<file path="src/rtl/bm_pkg.sv">
package bm_pkg;
  typedef enum logic {
    BK_INCR  = 1'b0,
    BK_FIXED = 1'b1
  } burst_kind_e;

  localparam int unsigned WORD_SHIFT = 2;
endpackage

</file>
<file path="src/rtl/bm_match.sv">
module bm_match
  import bm_pkg::*;
#(
  parameter int unsigned AW = 32,
  parameter int unsigned LW = 9
) (
  input  logic [AW-1:0] cand_addr,
  input  logic [AW-1:0] open_base,
  input  logic [LW-1:0] open_len,
  input  burst_kind_e   open_kind,
  input  logic          fixed_en,
  output logic          hit_fixed,
  output logic          hit_incr
);
  logic [AW-1:0] stride_addr;
  logic          single;

  always_comb begin
    stride_addr = open_base + (AW'(open_len) << WORD_SHIFT);
    single      = (open_len == LW'(1));
    hit_fixed   = fixed_en && (cand_addr == open_base) &&
                  (single || (open_kind == BK_FIXED));
    hit_incr    = (cand_addr == stride_addr) &&
                  (single || (open_kind == BK_INCR));
  end
endmodule

</file>
<file path="src/rtl/bm_track.sv">
module bm_track
  import bm_pkg::*;
#(
  parameter int unsigned AW = 32,
  parameter int unsigned LW = 9
) (
  input  logic          clk,
  input  logic          rst_n,
  input  logic          accept,
  input  logic          slot_free,
  input  logic [AW-1:0] in_addr,
  input  logic          in_last,
  input  logic [LW-1:0] cfg_max_len,
  input  logic          cfg_fixed_en,
  output logic          emit,
  output logic [AW-1:0] emit_base,
  output logic [LW-1:0] emit_len,
  output burst_kind_e   emit_kind,
  output logic          flush_pend
);
  logic          open_q, open_d;
  logic          flush_q, flush_d;
  logic [AW-1:0] base_q, base_d;
  logic [LW-1:0] len_q, len_d;
  burst_kind_e   kind_q, kind_d;
  logic          hit_fixed, hit_incr;
  logic [LW-1:0] len_up;
  burst_kind_e   kind_up;
  logic          upd_en;

  bm_match #(.AW(AW), .LW(LW)) u_match (
    .cand_addr (in_addr),
    .open_base (base_q),
    .open_len  (len_q),
    .open_kind (kind_q),
    .fixed_en  (cfg_fixed_en),
    .hit_fixed (hit_fixed),
    .hit_incr  (hit_incr)
  );

  always_comb begin
    len_up    = len_q + LW'(1);
    kind_up   = hit_fixed ? BK_FIXED : BK_INCR;
    open_d    = open_q;
    flush_d   = flush_q;
    base_d    = base_q;
    len_d     = len_q;
    kind_d    = kind_q;
    emit      = 1'b0;
    emit_base = base_q;
    emit_len  = len_q;
    emit_kind = kind_q;
    upd_en    = 1'b0;
    if (flush_q && slot_free) begin
      upd_en  = 1'b1;
      emit    = 1'b1;
      open_d  = 1'b0;
      flush_d = 1'b0;
    end else if (accept) begin
      upd_en = 1'b1;
      if (!open_q) begin
        base_d = in_addr;
        len_d  = LW'(1);
        kind_d = BK_INCR;
        if (in_last || (cfg_max_len == LW'(1))) begin
          emit      = 1'b1;
          emit_base = in_addr;
          emit_len  = LW'(1);
          emit_kind = BK_INCR;
          open_d    = 1'b0;
        end else begin
          open_d = 1'b1;
        end
      end else if (hit_fixed || hit_incr) begin
        len_d  = len_up;
        kind_d = kind_up;
        if (in_last || (len_up == cfg_max_len)) begin
          emit      = 1'b1;
          emit_len  = len_up;
          emit_kind = kind_up;
          open_d    = 1'b0;
        end
      end else begin
        emit   = 1'b1;
        base_d = in_addr;
        len_d  = LW'(1);
        kind_d = BK_INCR;
        open_d = 1'b1;
        if (in_last || (cfg_max_len == LW'(1))) begin
          flush_d = 1'b1;
        end
      end
    end
  end

  always_ff @(posedge clk or negedge rst_n) begin
    if (!rst_n) begin
      open_q  <= 1'b0;
      flush_q <= 1'b0;
      base_q  <= '0;
      len_q   <= '0;
      kind_q  <= BK_INCR;
    end else if (upd_en) begin
      open_q  <= open_d;
      flush_q <= flush_d;
      base_q  <= base_d;
      len_q   <= len_d;
      kind_q  <= kind_d;
    end
  end

  assign flush_pend = flush_q;

  AST_OPEN_BELOW_MAX: assert property (@(posedge clk) disable iff (!rst_n)
    open_q |-> (len_q < cfg_max_len));
  AST_FLUSH_NEEDS_OPEN: assert property (@(posedge clk) disable iff (!rst_n)
    flush_q |-> open_q);
  AST_FIXED_TWO_PLUS: assert property (@(posedge clk) disable iff (!rst_n)
    (open_q && (kind_q == BK_FIXED)) |-> (len_q >= LW'(2)));
  AST_EMIT_INTO_FREE: assert property (@(posedge clk) disable iff (!rst_n)
    emit |-> slot_free);
endmodule

</file>
<file path="src/rtl/bm_slot.sv">
module bm_slot
  import bm_pkg::*;
#(
  parameter int unsigned AW = 32,
  parameter int unsigned LW = 9
) (
  input  logic          clk,
  input  logic          rst_n,
  input  logic          load,
  input  logic [AW-1:0] load_base,
  input  logic [LW-1:0] load_len,
  input  burst_kind_e   load_kind,
  input  logic          out_ready,
  output logic          out_valid,
  output logic [AW-1:0] out_base,
  output logic [LW-1:0] out_len,
  output logic          out_fixed,
  output logic          slot_free
);
  logic          vld_q, vld_d;
  logic [AW-1:0] base_q;
  logic [LW-1:0] len_q;
  logic          fix_q;

  always_comb begin
    slot_free = !vld_q || out_ready;
    vld_d     = load ? 1'b1 : (out_ready ? 1'b0 : vld_q);
  end

  always_ff @(posedge clk or negedge rst_n) begin
    if (!rst_n) vld_q <= 1'b0;
    else        vld_q <= vld_d;
  end

  always_ff @(posedge clk or negedge rst_n) begin
    if (!rst_n) begin
      base_q <= '0;
      len_q  <= '0;
      fix_q  <= 1'b0;
    end else if (load) begin
      base_q <= load_base;
      len_q  <= load_len;
      fix_q  <= (load_kind == BK_FIXED);
    end
  end

  assign out_valid = vld_q;
  assign out_base  = base_q;
  assign out_len   = len_q;
  assign out_fixed = fix_q;

  AST_HOLD_STALLED: assert property (@(posedge clk) disable iff (!rst_n)
    (vld_q && !out_ready) |=> (vld_q && $stable(base_q) && $stable(len_q) && $stable(fix_q)));
  AST_FIXED_LEN: assert property (@(posedge clk) disable iff (!rst_n)
    (vld_q && fix_q) |-> (len_q >= LW'(2)));
endmodule

</file>
<file path="src/rtl/burst_merger.sv">
module burst_merger
  import bm_pkg::*;
#(
  parameter int unsigned AW      = 32,
  parameter int unsigned MAX_LEN = 256,
  localparam int unsigned LW     = $clog2(MAX_LEN + 1)
) (
  input  logic          clk,
  input  logic          rst_n,
  input  logic [LW-1:0] cfg_max_len,
  input  logic          cfg_fixed_en,
  input  logic          in_valid,
  output logic          in_ready,
  input  logic [AW-1:0] in_addr,
  input  logic          in_last,
  output logic          out_valid,
  input  logic          out_ready,
  output logic [AW-1:0] out_base,
  output logic [LW-1:0] out_len,
  output logic          out_fixed
);
  logic          rst_meta_q, rst_sync_q;
  logic          slot_free, flush_pend, accept, emit;
  logic [AW-1:0] emit_base;
  logic [LW-1:0] emit_len;
  burst_kind_e   emit_kind;

  always_ff @(posedge clk or negedge rst_n) begin
    if (!rst_n) begin
      rst_meta_q <= 1'b0;
      rst_sync_q <= 1'b0;
    end else begin
      rst_meta_q <= 1'b1;
      rst_sync_q <= rst_meta_q;
    end
  end

  assign in_ready = slot_free && !flush_pend;
  assign accept   = in_valid && in_ready;

  bm_track #(.AW(AW), .LW(LW)) u_track (
    .clk          (clk),
    .rst_n        (rst_sync_q),
    .accept       (accept),
    .slot_free    (slot_free),
    .in_addr      (in_addr),
    .in_last      (in_last),
    .cfg_max_len  (cfg_max_len),
    .cfg_fixed_en (cfg_fixed_en),
    .emit         (emit),
    .emit_base    (emit_base),
    .emit_len     (emit_len),
    .emit_kind    (emit_kind),
    .flush_pend   (flush_pend)
  );

  bm_slot #(.AW(AW), .LW(LW)) u_slot (
    .clk       (clk),
    .rst_n     (rst_sync_q),
    .load      (emit),
    .load_base (emit_base),
    .load_len  (emit_len),
    .load_kind (emit_kind),
    .out_ready (out_ready),
    .out_valid (out_valid),
    .out_base  (out_base),
    .out_len   (out_len),
    .out_fixed (out_fixed),
    .slot_free (slot_free)
  );

  AST_STALL_INPUT: assert property (@(posedge clk) disable iff (!rst_sync_q)
    (out_valid && !out_ready) |-> !in_ready);
  AST_LEN_LEGAL: assert property (@(posedge clk) disable iff (!rst_sync_q)
    out_valid |-> ((out_len != '0) && (out_len <= cfg_max_len)));
  AST_CFG_RANGE: assert property (@(posedge clk) disable iff (!rst_sync_q)
    in_valid |-> ((cfg_max_len != '0) && (cfg_max_len <= LW'(MAX_LEN))));
endmodule

</file>
<file path="config.mk">
export PLATFORM = sky130hd
export DESIGN_NAME = burst_merger
export DESIGN_NICKNAME = d
export VERILOG_FILES = /design/src/rtl/bm_pkg.sv /design/src/rtl/bm_match.sv /design/src/rtl/bm_track.sv /design/src/rtl/bm_slot.sv /design/src/rtl/burst_merger.sv
export SDC_FILE = /design/constraint.sdc
export NUM_CORES = 1
export LEC_CHECK = 0
export BUFFER_PORTS_ARGS = -buffer_cell sky130_fd_sc_hd__buf_2
export CAP_MARGIN = 10
export CORE_UTILIZATION = 40
export DETAILED_ROUTE_END_ITERATION = 8
export PLACE_DENSITY = 0.64
export SETUP_SLACK_MARGIN = 0.15
export SYNTH_ARGS = -nofsm -noshare
export SYNTH_HDL_FRONTEND = slang
export SYNTH_SLANG_ARGS = --single-unit
</file>
<file path="constraint.sdc">
create_clock -name clk -period 6.69 [get_ports clk]
set_input_delay 0.669 -clock clk [delete_from_list [all_inputs] [get_ports clk]]
set_output_delay 0.669 -clock clk [all_outputs]
set_load 0.05 [all_outputs]
</file>
### Word-level counts from Yosys, hierarchy flattened

Index checks and enable logic that the tools add are counted.

* word-level logic and storage cells: 88
* bits in registers: 89

* $add $sub $neg: 2
* multiplexer cells: 44
* reductions and logical operators: 22
* eq/ne operators: 7
* bitwise logic cells: 2

Operators with widths (count)
* $mux 32: 6
* $mux 9: 8
* $eq 32x32->1: 2
* $add 32x11->32: 1
* $mux 1: 30
* $eq 9x1->1 const B: 2
* $add 9x1->9 const B: 1
* $eq 9x9->1: 1
* $reduce_bool 2->1: 4
* $logic_and 1x1->1: 6
* $logic_or 1x1->1: 6
* $reduce_and 5->1: 1
* $reduce_and 4->1: 1
* $reduce_and 3->1: 1
* $logic_not 1->1: 2
* $ne 2x1->1 const B: 1
* $ne 2x2->1 const B: 1
* $not 1->1: 2
* $reduce_and 2->1: 1

### Depth between registers and ports, before layout

* word-level depth: 9
* depth in mapped cells: 14

### Hierarchy

Synthesis repeated with hierarchy kept, for this count alone.

* cells, all modules: 570
* area, all modules: 6145.9 um^2

By module, submodules not included
* bm_track: area an instance 2771.4 um^2, times used 1, sequential area each 1101.1 um^2, cells an instance 264
* bm_slot: area an instance 1799.2 um^2, times used 1, sequential area each 1076.0 um^2, cells an instance 92
* bm_match: area an instance 1506.4 um^2, times used 1, sequential area each 0.0 um^2, cells an instance 209
* burst_merger: area an instance 68.8 um^2, times used 1, sequential area each 50.0 um^2, cells an instance 5

### Worst setup path after synthesis

No wires, ideal clock.

* path type: flip-flop to flip-flop
* from: register u_track.len_q[0]
* to: register u_track.base_q[23]
* setup slack: 2.994 ns
* buffers on the path: 1
* library setup time: 0.128 ns
* required time: 6.562 ns
* clock period less this slack: 3.696 ns
* stages on the path, launching flop included: 14
* arrival time: 3.568 ns
* path through: dfrtp_1 ha_1 fa_1 xor2_1 nor4_1 nand3_1 nor4b_1 nand4_1 or4_1 nor3_2 nor2_1 o21ai_4 buf_6 mux2_1

* longest elaborated chain between the ends: 6
* elaborated cells on any way between the ends: 10
* those cells by class: add/sub: 1; eq/ne: 3; reduce/logical: 6

Ends and longest elaborated chain
* start: declaration: line bm_track.sv:24 `logic [LW-1:0] len_q, len_d;`
* start signal: assignment: line bm_track.sv:107 `len_q <= len_d;`
* $add 32x11->32 or $eq 9x1->1 (tied branches): line bm_match.sv:19, bm_match.sv:20
* $eq 32x32->1 (tied with other cells): line bm_match.sv:23 `hit_incr = (cand_addr == stride_addr) &&`
* $logic_and 1x1->1, on equally long branches: line bm_match.sv:23, bm_match.sv:21
* $logic_or 1x1->1 *: line bm_track.sv:74 `end else if (hit_fixed || hit_incr) begin`
* $ne 2x2->1 (no line) *
* $reduce_and 4->1 (no line) *
* end signal: assignment: line bm_track.sv:106 `base_q <= base_d;`
* end: declaration: line bm_track.sv:23 `logic [AW-1:0] base_q, base_d;`

Mark *: on every way between the ends. The rest lies on a longest branch, timed or not.
A chain may end at the register's enable or synchronous reset.

### Final worst setup path

* from: register u_track.len_q[0]
* to: register u_slot.base_q[16], in the netlist u_slot.out_base[16]

* longest elaborated chain between the ends: 8
* elaborated cells on any way between the ends: 16
* those cells by class: add/sub: 2; eq/ne: 3; mux: 5; reduce/logical: 6

Ends and longest elaborated chain
* $add 32x11->32 (tied with other cells): line bm_match.sv:19 `stride_addr = open_base + (AW'(open_len) << WORD_SHIFT);`
* $eq 32x32->1 (tied with other cells): line bm_match.sv:23
* $logic_and 1x1->1 (tied with other cells): line bm_match.sv:23
* $logic_or 1x1->1 or $mux 1 (tied branches): line bm_track.sv:74, bm_track.sv:77
* $mux 1 *: line bm_track.sv:74
* $mux 1 *: line bm_track.sv:61 `if (!open_q) begin`
* $mux 1 *: line bm_track.sv:59 `end else if (accept) begin`
* $mux 1 *: line bm_track.sv:54 `if (flush_q && slot_free) begin`
* end signal: assignment: line bm_slot.sv:41 `base_q <= load_base;`
* end: declaration: line bm_slot.sv:21 `logic [AW-1:0] base_q;`

Marked as above.

==> run_results.csv <==
group,metric,value,unit
critical_path,worstSetupStartpointType,"register",
synthesis,ys_warn_count,0,
synthesis,synth_mux_area_frac,0.1305,
synthesis,synth_cell_type_count,65,
placed_design,hpwl,11390,microns
drt,first_pass_iters,5,
cts,cts_buffers,9,
drt,drt-initial-drc-count,241,
synthesis,synth_fa_ha_area_frac,0.02718,
outcome,run_status,"finished clean",
grt,grt_pass1_wl,24860,microns
cts,cts_resized,0,
synthesis,yosys.area.top_type,"dfrtp_1",
drt,wire_per_inst,17.36,microns
synthesis,yosys-top-cells-area,"dfrtp_1 38%, xnor2_1 7.9%, mux2_1 6.8%",
pwr,power.total,3057,uW
synthesis,synth-edff-count,0,
pwr,power_density,460.3,nW/um^2
floorplanning,fp.dieH,122.4,microns
job,drv_cap,0,
cts,insertion_delay,0.35,ns
synthesis,synth-simple-area-share,0.1715,
pwr,internal_power,1577,uW
sta,drv_slew,0,
pwr,p_leak,0.002774,uW
floorplanning,dieArea,14990,sq um
placed_design,io_buffers,90,
cts,cts_tree,"built",
floorplanning,std_cell_rows,43,
drt,drc,0,
grt,track_usage,0.2149,
floorplanning,dieWidth,122.4,microns
grt,grt_pass1_vias,4896,
critical_path,r2r_cells,12,
grt,overflow,0,
floorplanning,initial_utilization,0.4147,
floorplanning,io_pins,91,
sta,maxSlewHeadroom,0.2782,
cts,clock-sinks,89,
synthesis,synth_nets,666,
sta,setup-tns-final,0,ns
synthesis,synth_top_family_by_area,"simple AND/OR/NAND/NOR gates",
sta,worstMarginPinSlew,1.079,ns
final_layout,drive_gt1_frac,0.1781,
sta,rsz0062_at_grt,"false",
synthesis,synth_cells,607,
drt,routed_via_density,5.620,
final_layout,syn2layout_area_growth,14.52,%
pwr,p_switching,1480,uW
cts,clkTransAtPathRegs,0.06,ns
critical_path,required,6.91,ns
synthesis,ys_seq_elements,89,
final_layout,mostFrequentLayoutCell,"buf_2",
pwr,swShare,0.4841,
critical_path,criticalPathCategory,"reg -> reg",
final_layout,layout_common_cells,"90 x buf_2, 88 x dfrtp_1, 60 x nand2_1",
drt,num_vias,4861,
critical_path,crit_path_max_fanout,43,
sta,fmax,0.1887,GHz
synthesis,synth-xor-area-share,0.1130,
sta,hold_violations,0,
synthesis,avgSynthCellArea,9.556,sq um
synthesis,ys_async_sr_fraction,1.000,
placed_design,gp_congestion,0.8685,
grt,grt_max_degree,51,
min_path,hold_path_class,"in -> async",
synthesis,synth_flop_cell,"dfrtp_1",
cts,htreeDepth,3,
pwr,seqPwrFrac,0.327,
floorplanning,core_area,13990,sq um
synthesis,yosysSeqAreaShare,0.3840,
sta,fin_crit_sh,0.7921,
sta,finClkSkew,0.006204,ns
sta,min_period,5.299,ns
critical_path,cp-end-kind,"register",
synthesis,synth_compound_area_frac,0.1378,
synthesis,synth_top_cell_area_share,0.3840,
sta,setup_viol,0,
drt,wl,15020,microns
cts,cts_max_path_buffers,2,
cts,cts_hold_buffers,0,
pwr,comb_power_share,0.514,
grt,antenna_found_initial,0,
critical_path,ff2ff_setup_slack,1.39,ns
critical_path,critical_path_arrival,5.52,ns
synthesis,netlist_area,5801,sq um
cts,clockRootBuffer,"clkbuf_16",
drt,ant_nets,0,
final_layout,finalNetCount,740,
cts,cts_setup_buffers,0,
final_layout,diodes,0,
pwr,clockPowerShare,0.159,
pwr,vdd_drop_max,0.2812,mV
==> flip-flops by register name, indices dropped and copies added (netlist names) <==
name and cells:
rst_meta_q 1, rst_sync_q 1, u_slot.out_base 32, u_slot.out_fixed 1, u_slot.out_len 9, u_slot.out_valid 1, u_track.base_q 32, u_track.flush_pend 1
u_track.kind_q 1, u_track.len_q 9, u_track.open_q 1
==> synth_stat cells (13+ instances only) <==
cell type   n
a21oi_1    13
xnor2_1    52
o21ai_0    48
mux2_1     35
xor2_1     21
dfrtp_1    89
mux2i_1    34
nand2_1    60
nor2_1     26
nand3_1    23
clkbuf_1   14
nand4_1    16
==> cell families (layout without fill, tap and decap cells) <==
logic type               Yosys count  in the layout
buffers and inverters             42            120
adder cells (fa/ha/maj)           12             12
XOR/XNOR                          74             74
AND/OR/NAND/NOR                  193            193
flip-flops                        89             89
multiplexers                      71             71
AO/OA/AOI/OAI                    125            125
other                              1              1
==> power groups by stage <==
stage / combinational [uW] / sequential [uW] / clock, uW
5_1_grt: 1720 / 1030 / 529
6_report: 1570 / 999 / 486
4_1_cts: 1590 / 1000 / 503
3_3_place_gp: 1570 / 993 / 0
2_1_floorplan: 897 / 1320 / 0
3_5_place_dp: 1580 / 1010 / 0
==> final timing paths <==
kind / end / from
max: u_slot.out_base[16] / u_track.len_q[0]
min: rst_sync_q / rst_n
max reg2reg: u_slot.out_base[16] / u_track.len_q[0]
min reg2reg: u_slot.out_fixed / rst_sync_q
max in group asynchronous: u_track.base_q[3] / rst_sync_q
min in group clk: rst_sync_q / rst_meta_q
==> final cells by class <==
cell class                 count  area, sq um
clock buffer                  11        232.7
inverter                      11        41.29
multi-input combinational    476         3387
timing repair buffer          94        480.5
clock inverter                 4        45.04
fill                        1384         7346
sequential                    89         2231
tap                          180        225.2
==> critical path, cell delays in order (launching register included) <==
cell and delay, ns:
dfrtp_1 0.51, ha_1 0.29, fa_1 0.42, a211oi_1 0.44, nor3_1 0.21, o211ai_1 0.23, xor2_1 0.17, o211ai_1 0.16
a2111oi_1 0.96, nand4_1 0.38, a21oi_4 0.86, buf_4 0.38, o21ai_0 0.13
==> layer usage <==
layer	track usage	up-vias	part of all wire
met5	0	-	0
met4	0.05793	0	0.013
met3	0.04972	17	0.052
met2	0.3596	139	0.48
met1	0.2769	2352	0.45
li1	-	2353	-
==> stage by stage <==
step	worst slack (ns)	std cells	instance area (sq um)	hold slack, ns	util
floorplan	2.994	607	5801	0.3312	-
global placement	1.449	850	6365	0.3271	0.4550
detailed placement	1.472	850	6365	0.3370	0.4550
CTS	1.445	865	6643	0.08606	0.4749
global route	0.9983	865	6643	0.08296	0.4749
finish	1.391	865	6643	0.09869	0.4749
(Power assumes the default switching activity.)
